===== config.mk =====
export PLATFORM = sky130hd
export DESIGN_NAME = pscmp_timer
export DESIGN_NICKNAME = d
export VERILOG_FILES = /design/src/rtl/tmr_pkg.sv /design/src/rtl/tmr_evt_filter.sv /design/src/rtl/tmr_count_core.sv /design/src/rtl/pscmp_timer.sv
export SDC_FILE = /design/constraint.sdc
export NUM_CORES = 1
export LEC_CHECK = 0
export ABC_AREA = 1
export BUFFER_PORTS_ARGS = -buffer_cell sky130_fd_sc_hd__buf_2
export CELL_PAD_IN_SITES_DETAIL_PLACEMENT = 0
export CELL_PAD_IN_SITES_GLOBAL_PLACEMENT = 1
export CORE_MARGIN = 10
export CORE_UTILIZATION = 35
export CTS_CLUSTER_DIAMETER = 60
export DETAILED_ROUTE_END_ITERATION = 12
export MAX_ROUTING_LAYER = met4
export PLACE_DENSITY_LB_ADDON = 0.1
export SYNTH_ARGS = -nofsm -noshare
export SYNTH_HDL_FRONTEND = slang
export SYNTH_HIERARCHICAL = 1
export SYNTH_SLANG_ARGS = --single-unit

===== constraint.sdc =====
create_clock -name clk -period 2.6 [get_ports clk]
set_clock_uncertainty 0.1 [all_clocks]
set_input_delay 0.26 -clock clk [delete_from_list [all_inputs] [get_ports clk]]
set_output_delay 0.26 -clock clk [all_outputs]
set_load 0.05 [all_outputs]

===== src/rtl/tmr_pkg.sv =====
package tmr_pkg;

    localparam int ADDR_W = 3;

    typedef enum logic [ADDR_W-1:0] {
        REG_CFG   = 3'd0,
        REG_PRESC = 3'd1,
        REG_CMP   = 3'd2,
        REG_IEN   = 3'd3,
        REG_STAT  = 3'd4,
        REG_CNT   = 3'd5
    } reg_addr_e;

    localparam int CFG_RUN     = 0;
    localparam int CFG_SRST    = 1;
    localparam int CFG_WAKE    = 2;
    localparam int CFG_DBGFREE = 3;
    localparam int CFG_EVT     = 4;
    localparam int CFG_RISE    = 5;
    localparam int CFG_FILT    = 6;
    localparam int CFG_TSEL    = 7;
    localparam int CFG_ADC     = 8;
    localparam int CFG_DMA     = 9;
    localparam int CFG_ACT     = 15;

    localparam int ST_MATCH = 0;
    localparam int ST_CAP   = 1;
    localparam int ST_WAKE  = 2;

    typedef struct packed {
        logic run;
        logic wake_en;
        logic dbg_free;
        logic evt_mode;
        logic evt_rise;
        logic evt_filt;
        logic tsel;
        logic adc_en;
        logic dma_en;
    } cfg_t;

endpackage


===== src/rtl/tmr_evt_filter.sv =====
module tmr_evt_filter #(
    parameter int DEB_N = 4
) (
    input  logic clk,
    input  logic rst_n,
    input  logic pin,
    input  logic filt_en,
    input  logic rise_sel,
    output logic step
);

    typedef struct packed {
        logic [DEB_N-1:0] sh;
        logic             lvl;
        logic             prev;
    } flt_t;

    flt_t s_d, s_q;

    always_comb begin
        s_d      = s_q;
        s_d.sh   = {s_q.sh[DEB_N-2:0], pin};
        s_d.prev = s_q.lvl;
        if (!filt_en) begin
            s_d.lvl = pin;
        end else if (&s_d.sh) begin
            s_d.lvl = 1'b1;
        end else if (~|s_d.sh) begin
            s_d.lvl = 1'b0;
        end
        step = rise_sel ? (s_q.lvl & ~s_q.prev) : (~s_q.lvl & s_q.prev);
    end

    always_ff @(posedge clk or negedge rst_n) begin
        if (!rst_n) s_q <= '0;
        else        s_q <= s_d;
    end


    step_single_chk: assert property (@(posedge clk) disable iff (!rst_n)
        step |=> (!step || $changed(rise_sel)));


    filt_accept_chk: assert property (@(posedge clk) disable iff (!rst_n)
        (filt_en && $past(filt_en) && $rose(s_q.lvl)) |-> $past(pin));

endmodule


===== src/rtl/tmr_count_core.sv =====
module tmr_count_core #(
    parameter int CNT_W = 24,
    parameter int PRE_W = 8
) (
    input  logic             clk,
    input  logic             rst_n,
    input  logic             en,
    input  logic             restart,
    input  logic             evt_mode,
    input  logic             evt_step,
    input  logic [PRE_W-1:0] presc,
    input  logic [CNT_W-1:0] cmp,
    output logic [CNT_W-1:0] cnt,
    output logic             match
);

    localparam logic [CNT_W-1:0] CNT_ONE = CNT_W'(1);
    localparam logic [PRE_W-1:0] PRE_ONE = PRE_W'(1);

    typedef struct packed {
        logic [PRE_W-1:0] pre;
        logic [CNT_W-1:0] cnt;
    } core_t;

    core_t s_d, s_q;
    logic  step;
    logic  pre_full;

    always_comb begin
        s_d      = s_q;
        step     = 1'b0;
        match    = 1'b0;
        pre_full = (s_q.pre == presc);
        if (restart) begin
            s_d.pre = '0;
            s_d.cnt = '0;
        end else if (en) begin
            if (s_q.cnt == cmp) begin
                s_d.pre = '0;
                s_d.cnt = '0;
            end else begin
                if (evt_mode) begin
                    s_d.pre = '0;
                    step    = evt_step;
                end else begin
                    s_d.pre = pre_full ? '0 : s_q.pre + PRE_ONE;
                    step    = pre_full;
                end
                if (step) begin
                    s_d.cnt = s_q.cnt + CNT_ONE;
                    match   = ((s_q.cnt + CNT_ONE) == cmp);
                end
            end
        end
    end

    always_ff @(posedge clk or negedge rst_n) begin
        if (!rst_n) s_q <= '0;
        else        s_q <= s_d;
    end

    assign cnt = s_q.cnt;


    restart_zero_chk: assert property (@(posedge clk) disable iff (!rst_n)
        restart |=> (s_q.cnt == '0 && s_q.pre == '0));


    hold_chk: assert property (@(posedge clk) disable iff (!rst_n)
        (!en && !restart) |=> $stable(s_q.cnt));


    cnt_bound_chk: assert property (@(posedge clk) disable iff (!rst_n)
        (!restart && $past(!restart) && $stable(cmp)) |-> (s_q.cnt <= cmp));

endmodule


===== src/rtl/pscmp_timer.sv =====
module pscmp_timer
    import tmr_pkg::*;
#(
    parameter int CNT_W    = 24,
    parameter int PRE_W    = 8,
    parameter int DEB_N    = 4,
    parameter int SRST_CYC = 3
) (
    input  logic              clk,
    input  logic              rst_n,
    input  logic              wr_en,
    input  logic [ADDR_W-1:0] wr_addr,
    input  logic [CNT_W-1:0]  wr_data,
    input  logic [ADDR_W-1:0] rd_addr,
    output logic [CNT_W-1:0]  rd_data,
    input  logic              evt_pin_i,
    input  logic              cap_evt_i,
    input  logic              dbg_ack_i,
    output logic              irq_o,
    output logic              wake_o,
    output logic              adc_trg_o,
    output logic              dma_trg_o
);

    localparam int SRST_W = $clog2(SRST_CYC + 1);
    localparam logic [SRST_W-1:0] SRST_ONE = SRST_W'(1);

    typedef struct packed {
        cfg_t             cfg;
        logic [PRE_W-1:0] presc;
        logic [CNT_W-1:0] cmp;
        logic [1:0]       ien;
        logic             st_match;
        logic             st_cap;
        logic             st_wake;
        logic [SRST_W-1:0] srst;
        logic             trg_prev;
    } regs_t;

    regs_t r_d, r_q;

    logic [CNT_W-1:0] cnt_w;
    logic match_w, evt_step_w;
    logic busy, halt, cnt_en, restart, srst_req, trg_sel, trg_rise;
    logic wr_cfg, wr_presc, wr_cmp, wr_ien, wr_stat;
    logic [2:0] clr;

    tmr_evt_filter #(.DEB_N(DEB_N)) u_filt (
        .clk      (clk),
        .rst_n    (rst_n),
        .pin      (evt_pin_i),
        .filt_en  (r_q.cfg.evt_filt),
        .rise_sel (r_q.cfg.evt_rise),
        .step     (evt_step_w)
    );

    tmr_count_core #(.CNT_W(CNT_W), .PRE_W(PRE_W)) u_core (
        .clk      (clk),
        .rst_n    (rst_n),
        .en       (cnt_en),
        .restart  (restart),
        .evt_mode (r_q.cfg.evt_mode),
        .evt_step (evt_step_w),
        .presc    (r_q.presc),
        .cmp      (r_q.cmp),
        .cnt      (cnt_w),
        .match    (match_w)
    );

    always_comb begin
        wr_cfg   = wr_en && (wr_addr == REG_CFG);
        wr_presc = wr_en && (wr_addr == REG_PRESC);
        wr_cmp   = wr_en && (wr_addr == REG_CMP);
        wr_ien   = wr_en && (wr_addr == REG_IEN);
        wr_stat  = wr_en && (wr_addr == REG_STAT);
        busy     = (r_q.srst != '0);
        halt     = dbg_ack_i & ~r_q.cfg.dbg_free;
        cnt_en   = r_q.cfg.run & ~halt & ~busy;
        srst_req = wr_cfg & wr_data[CFG_SRST];
        restart  = wr_cmp | busy | srst_req;
        clr      = wr_stat ? wr_data[2:0] : 3'b000;
        trg_sel  = r_q.cfg.tsel ? r_q.st_cap : r_q.st_match;
        trg_rise = trg_sel & ~r_q.trg_prev;

        r_d = r_q;
        if (busy) begin
            r_d.srst    = r_q.srst - SRST_ONE;
            r_d.cfg.run = 1'b0;
        end
        if (wr_cfg) begin
            r_d.cfg.run      = wr_data[CFG_RUN] & ~wr_data[CFG_SRST] & ~busy;
            r_d.cfg.wake_en  = wr_data[CFG_WAKE];
            r_d.cfg.dbg_free = wr_data[CFG_DBGFREE];
            r_d.cfg.evt_mode = wr_data[CFG_EVT];
            r_d.cfg.evt_rise = wr_data[CFG_RISE];
            r_d.cfg.evt_filt = wr_data[CFG_FILT];
            r_d.cfg.tsel     = wr_data[CFG_TSEL];
            r_d.cfg.adc_en   = wr_data[CFG_ADC];
            r_d.cfg.dma_en   = wr_data[CFG_DMA];
            if (srst_req) r_d.srst = SRST_W'(SRST_CYC);
        end
        if (wr_presc) r_d.presc = wr_data[PRE_W-1:0];
        if (wr_cmp)   r_d.cmp   = wr_data;
        if (wr_ien)   r_d.ien   = wr_data[1:0];

        r_d.st_match = (r_q.st_match & ~clr[ST_MATCH]) | match_w;
        r_d.st_cap   = (r_q.st_cap & ~clr[ST_CAP]) | cap_evt_i;
        r_d.st_wake  = (r_q.st_wake & ~clr[ST_WAKE]) | wake_o;
        r_d.trg_prev = trg_sel;
    end

    always_ff @(posedge clk or negedge rst_n) begin
        if (!rst_n) begin
            r_q     <= '0;
            r_q.cmp <= '1;
        end else begin
            r_q <= r_d;
        end
    end

    assign irq_o     = (r_q.st_match & r_q.ien[0]) | (r_q.st_cap & r_q.ien[1]);
    assign wake_o    = r_q.cfg.wake_en & (r_q.st_match | r_q.st_cap);
    assign adc_trg_o = trg_rise & r_q.cfg.adc_en;
    assign dma_trg_o = trg_rise & r_q.cfg.dma_en;

    always_comb begin
        rd_data = '0;
        case (rd_addr)
            REG_CFG: begin
                rd_data[CFG_RUN]     = r_q.cfg.run;
                rd_data[CFG_SRST]    = busy;
                rd_data[CFG_WAKE]    = r_q.cfg.wake_en;
                rd_data[CFG_DBGFREE] = r_q.cfg.dbg_free;
                rd_data[CFG_EVT]     = r_q.cfg.evt_mode;
                rd_data[CFG_RISE]    = r_q.cfg.evt_rise;
                rd_data[CFG_FILT]    = r_q.cfg.evt_filt;
                rd_data[CFG_TSEL]    = r_q.cfg.tsel;
                rd_data[CFG_ADC]     = r_q.cfg.adc_en;
                rd_data[CFG_DMA]     = r_q.cfg.dma_en;
                rd_data[CFG_ACT]     = cnt_en;
            end
            REG_PRESC: rd_data[PRE_W-1:0] = r_q.presc;
            REG_CMP:   rd_data = r_q.cmp;
            REG_IEN:   rd_data[1:0] = r_q.ien;
            REG_STAT:  rd_data[2:0] = {r_q.st_wake, r_q.st_cap, r_q.st_match};
            REG_CNT:   rd_data = cnt_w;
            default:   rd_data = '0;
        endcase
    end


    trg_pulse_chk: assert property (@(posedge clk) disable iff (!rst_n)
        (adc_trg_o || dma_trg_o) |=> !(adc_trg_o || dma_trg_o) || $changed(r_q.cfg.tsel));


    srst_clear_chk: assert property (@(posedge clk) disable iff (!rst_n)
        srst_req |=> (!r_q.cfg.run && cnt_w == '0));


    wake_flag_chk: assert property (@(posedge clk) disable iff (!rst_n)
        wake_o |=> r_q.st_wake);


    match_sticky_chk: assert property (@(posedge clk) disable iff (!rst_n)
        match_w |=> r_q.st_match);

endmodule


# [Yosys cells after proc, flatten, opt, wreduce, memory -nomap -nowiden]
# Cells that the tools add are included.
[totals] out_inout_bits=28 word_cells=118 ff_bits=86 input_bits=36
[classes] n_eq_ne=13 n_reduce_logical=14 mux=32 bitwise=34 addsub=3
[op_table] op="two-way mux 32 bit" count=3
[op_table] op="== test 24 bit" count=2
[op_table] op="adder 24 x 1 -> 24 bit (second input constant)" count=1
[op_table] op="two-way mux 24 bit" count=1
[op_table] op="case mux 5 bit (4 select lines)" count=1
[op_table] op="AND 1 bit" count=17
[op_table] op="two-way mux 8 bit" count=2
[op_table] op="case mux 8 bit (2 select lines)" count=1
[op_table] op="two-way mux 1 bit" count=14
[op_table] op="== test 3 x 2 -> 1 bit (second input constant)" count=4
[op_table] op="case mux 2 bit (6 select lines)" count=1
[op_table] op="NOT 1 bit" count=10
[op_table] op="case mux 5 bit (2 select lines)" count=1
[op_table] op="== test 3 bit (second input constant)" count=3
[op_table] op="two-way mux 9 bit" count=1
[op_table] op="adder 8 x 1 -> 8 bit (second input constant)" count=1
[op_table] op="== test 8 bit" count=1
[op_table] op="OR 1 bit" count=7
[op_table] op="== test 3 x 1 -> 1 bit (second input constant)" count=2
[op_table] op="zero test 3 bit" count=2
[op_table] op="two-way mux 2 bit" count=3
[op_table] op="case mux 2 bit (3 select lines)" count=1
[op_table] op="nonzero test 2 bit" count=3
[op_table] op="logical AND 1 bit" count=5
[op_table] op="other kinds (9)" count=9

# [Depth between registers and ports, before layout]
[depth] word_depth=12 ltp_mapped=15 depth_no_buf=15

# [Cells and area by module]
# The synthesis kept the hierarchy.
[by_module_without_submodules] mod="tmr_count_core" instances=1 area_per_inst_um2=3364.5 cells_per_inst=504
[by_module_without_submodules] mod="pscmp_timer" instances=1 area_per_inst_um2=2712.6 cells_per_inst=341
[by_module_without_submodules] mod="tmr_evt_filter" instances=1 area_per_inst_um2=190.2 cells_per_inst=20

# [Worst setup path after synthesis]
# No wires, ideal clock.
[synth_path] path_type="reg2reg" from="reg u_core.s_q, in the netlist u_core/cnt[1]" to="reg r_q[5] in the netlist's numbering" path_slack_ps=740 setup_ps=65 t_arrival_ps=1695 synth_period_minus_slack_ps=1860 path_stages_with_launch=14 path_buffers=0 path_cell_list="dfrtp_1 ha_1 nand2_1 nor2_4 nand2_4 nor2_1 nand2_1 xor2_1 nand2_1 nor2_1 nand3_1 nor2_1 inv_1 nand2_1"
[synth_rtl] item="start, declared" line="tmr_count_core.sv:25" rtl="core_t s_d, s_q;"
[synth_rtl] item="start signal, assigned" line="tmr_count_core.sv:58" rtl="if (!rst_n) s_q <= '0;"
[synth_rtl] item="start signal, assigned" line="tmr_count_core.sv:59" rtl="else s_q <= s_d;"
[synth_rtl] item="end signal, assigned" line="pscmp_timer.sv:117" rtl="r_q <= r_d;"
[synth_rtl] item="end, declared" line="pscmp_timer.sv:40" rtl="regs_t r_d, r_q;"

==> summary.txt <==
Place
  – # placed instances: ~1100
  – Post-DP Area: 6620 um^2
  – I/O Buffers: 63
  – Placed wire-length estimate: 15.6 mm
  – Pre-CTS setup slack: 0.207 ns
  – Placer Congestion: 0.972

Yosys
  – Cell count after synthesis: about 870
  – Top_reg_cell synth: dfrtp_1
  – Async S/R FF share, synth: 1.00
  – Most common cell in the synthesized netlist: nand2_1
  – Number of synthesized register bits: between 80 and 90
  – Post-synth top area share: 0.248
  – Post-synth top area cell: dfrtp_1
  – Post-synthesis mux area share: 0
  – Post-synth EDFFs: 0
  – Sequential area share after synthesis: 0.348
  – Post-Syn Area: about 6300 um^2
  – Synth warn: 6
  – Synth cell types: 39
  – Post-Syn Nets: 903
  – Simple-gate share of the synthesized area: 0.378
  – Syn_area_per_cell: 7.25 um^2
  – Compound-Gate Fraction of Synth Area: 0.0823
  – Post-synth top cells: nand2_1, inv_1, nor2_1
  – Xor-xnor portion of the synthesized cell area: 0.0707
  – Synthesized-area fraction occupied by adder cells: 0.00399
  – Synth top area cells: dfrtp_1, nand2_1, dfstp_2
  – Main combinational cell family by area after synthesis: simple AND/OR/NAND/NOR gates

Routing
  – Vias: 5592
  – Met3 wire len: 749 um
  – Vias/cell: 4.91
  – Initial drt markers: about 380
  – Top layer in use: met4
  – Residual DRC: 0
  – Final WL: 19.8 mm
  – Drt wl/cell: 17.4 um
  – Post-DRT Antenna Nets: 0
  – WL met2: 8.71 mm
  – Pre-antenna DRT Iters: 5
  – Metal-1 WL: between 10 and 15 mm

STA
  – Hold_ws: between 0.015 and 0.02 ns
  – Setup violations, final: 0
  – Setup WS post-layout: 0.181 ns
  – FMAX: 0.413 GHz
  – RSZ-0062 raised after global routing: false
  – Slew margin rel.: 0.695
  – Sum Neg Setup Slack: 0 ns
  – Final Max Tran Viols: 0
  – Tcrit/Tclk final: 0.930
  – Measured slew at the worst slew-check pin: 0.458 ns
  – Post-route minimum period: 2.42 ns
  – Final hold vios: 0

Cells and area
  – Post-Layout Inst Area: 6960 um^2
  – Ant. Diodes: 0
  – Layout Cells excl Fill: 1139
  – Final #Nets: ~950
  – Final core occ: 0.400
  – Layout area overhead: 11.1%
  – Share of cells above drive strength 1: 0.234
  – Layout fillers: roughly 1900

Die
  – Io pins: 64
  – Placeable Area: 17400 um^2
  – Die Ht: between 150 and 200 um
  – Rows: 48
  – Die ar.: ~24000 um^2
  – Die X: 154 um
  – Initial Util: 0.360

Power and ir drop
  – Pwr/cell area: 642 nW/um^2
  – Final Power: 4.47 mW
  – Leak: 3.49 nW
  – VDD IR max: approximately 0.35 mV

Global routing
  – Number of global-route vias before repair: 5451
  – Pin count of the biggest net entering global routing: 35
  – Initial antenna violation count: 0
  – First-pass GRT wire length: 31.2 mm
  – Grt ovf: 0
  – Total GRT Usage: 0.171

Run status
  – Status: complete, no violations

Clock tree
  – Clk_lat worst skew: approximately 0.36 ns
  – Root Driver: clkbuf_16
  – CTS Sinks: 86
  – CTS H-tree depth: 3
  – Post-CTS Resized: 0
  – Max Buffers Root-to-Sink: 2
  – CTS tree: built
  – Clock slew at reported path FFs: approximately 0.060 ns
  – Total CTS buffers: 9
  – Setup Fix Bufs, Post-CTS: 0
  – Hold Buf Count CTS: 3

Critical path
  – CP max-delay cell: dfrtp_1
  – Critical Path AT: 2.61 ns
  – Worst setup SP type: register
  – Crit end category: register
  – Crit Path Max Fanout: 6
  – Critical path, cell by cell: ha_1 -> nand2_1 -> nor2_4 -> nand2_4 -> nor2_4 -> nand2_1 -> xor2_1 -> nand2_1 -> nor2_1 -> nand3_1 -> nor2_1 -> inv_1 -> nand2_1
  – CP max stage delay: 0.47 ns
  – Crit path kind: reg2reg
  – WP data required: 2.79 ns
  – Cell repeated most along the worst path: nand2_1

Flow run
  – MaxCap Viol Count: 0

Min path
  – Hold Path Class: in2reg
==> cell type report <==
cell class	instances	area [um^2]	share of cell area
Sequential cell	86	2180	0.313
Tap cell	225	282	0.0404
Clock inverter	4	50.0	0.00719
Inverter	85	319	0.0458
Timing Repair Buffer	86	510	0.0733
Multi-Input combinational cell	641	3350	0.481
Clock buffer	12	268	0.0385
==> sequential cells by signal (all words and copies together), names as in the netlist <==
name	count
u_filt/s_d	4
u_filt/s_q	1
u_core/s_q	8
r_q	49
u_core/cnt	24
==> cells by family after synthesis <==
group	Yosys count
xor+xnor	49
flops	86
buf+inv	138
simple gates	523
compound gates	67
fa+ha+maj	2
==> critical path: cells and delay by family (launching register included) <==
family / cells / cell delay [ns]
DFF: 1 / 0.47
buffers and inverters: 1 / 0.05
adders and majority gates: 1 / 0.28
and+or+nand+nor: 10 / 1.22
xor gates and xnor gates: 1 / 0.23
==> per-layer routing <==
layer / global-route usage / up-vias
met5: - / -
met1: 0.242 / 2653
met4: 0.0436 / 0
li1: - / 2795
met3: 0.0257 / 16
met2: 0.250 / 128
==> worst paths after layout <==
check	to	slack (ns)	from	cells past startpoint
min	r_q[27]$_DFFE_PN1P_	0.02	wr_data[19]	3
max	r_q[5]$_DFF_PN0_	0.18	u_core/cnt[1]$_DFFE_PN0P_	13
max in group asynchronous	r_q[9]$_DFFE_PN1P_	1.41	rst_n	3
min in group asynchronous	r_q[36]$_DFFE_PN0P_	0.27	rst_n	2
min reg2reg	u_filt/s_d[5]$_DFF_PN0_	0.31	u_filt/s_d[4]$_DFF_PN0_	0
max reg2reg	r_q[5]$_DFF_PN0_	0.18	u_core/cnt[1]$_DFFE_PN0P_	13
==> placed cells by master (no fill, tap or decap), types with 2 or more instances in the layout <==
cell / Yosys / final
o21ai_0: 15 / 15
nor2_2: 7 / 7
nand3_2: 4 / 4
buf_4: 28 / 20
nand3b_1: 6 / 6
nand2_2: 9 / 9
nand2_4: 5 / 5
o21ai_1: 3 / 3
inv_1: 77 / 77
buf_2: 10 / 62
dfrtp_1: 62 / 62
xor2_1: 33 / 33
ha_1: 2 / 2
clkbuf_16: 0 / 10
nand4_1: 26 / 26
nand2_1: 298 / 298
nand3_1: 73 / 73
nor2_1: 74 / 74
or2_1: 2 / 2
nor2_4: 10 / 10
xnor2_1: 15 / 15
o21ai_2: 47 / 47
inv_2: 7 / 7
dlygate4sd3_1: 0 / 3
nor3_1: 4 / 4
dfstp_2: 24 / 24
==> power by group <==
group | switching, mW | total (mW) | leakage (nW) | internal [mW]
combinational | 0.785 | 1.21 | 2.27 | 0.425
sequential | 0.270 | 1.84 | 1.06 | 1.57
clock | 0.591 | 1.42 | 0.159 | 0.834
total | 1.65 | 4.47 | 3.49 | 2.83
(Power assumes the default switching activity.)
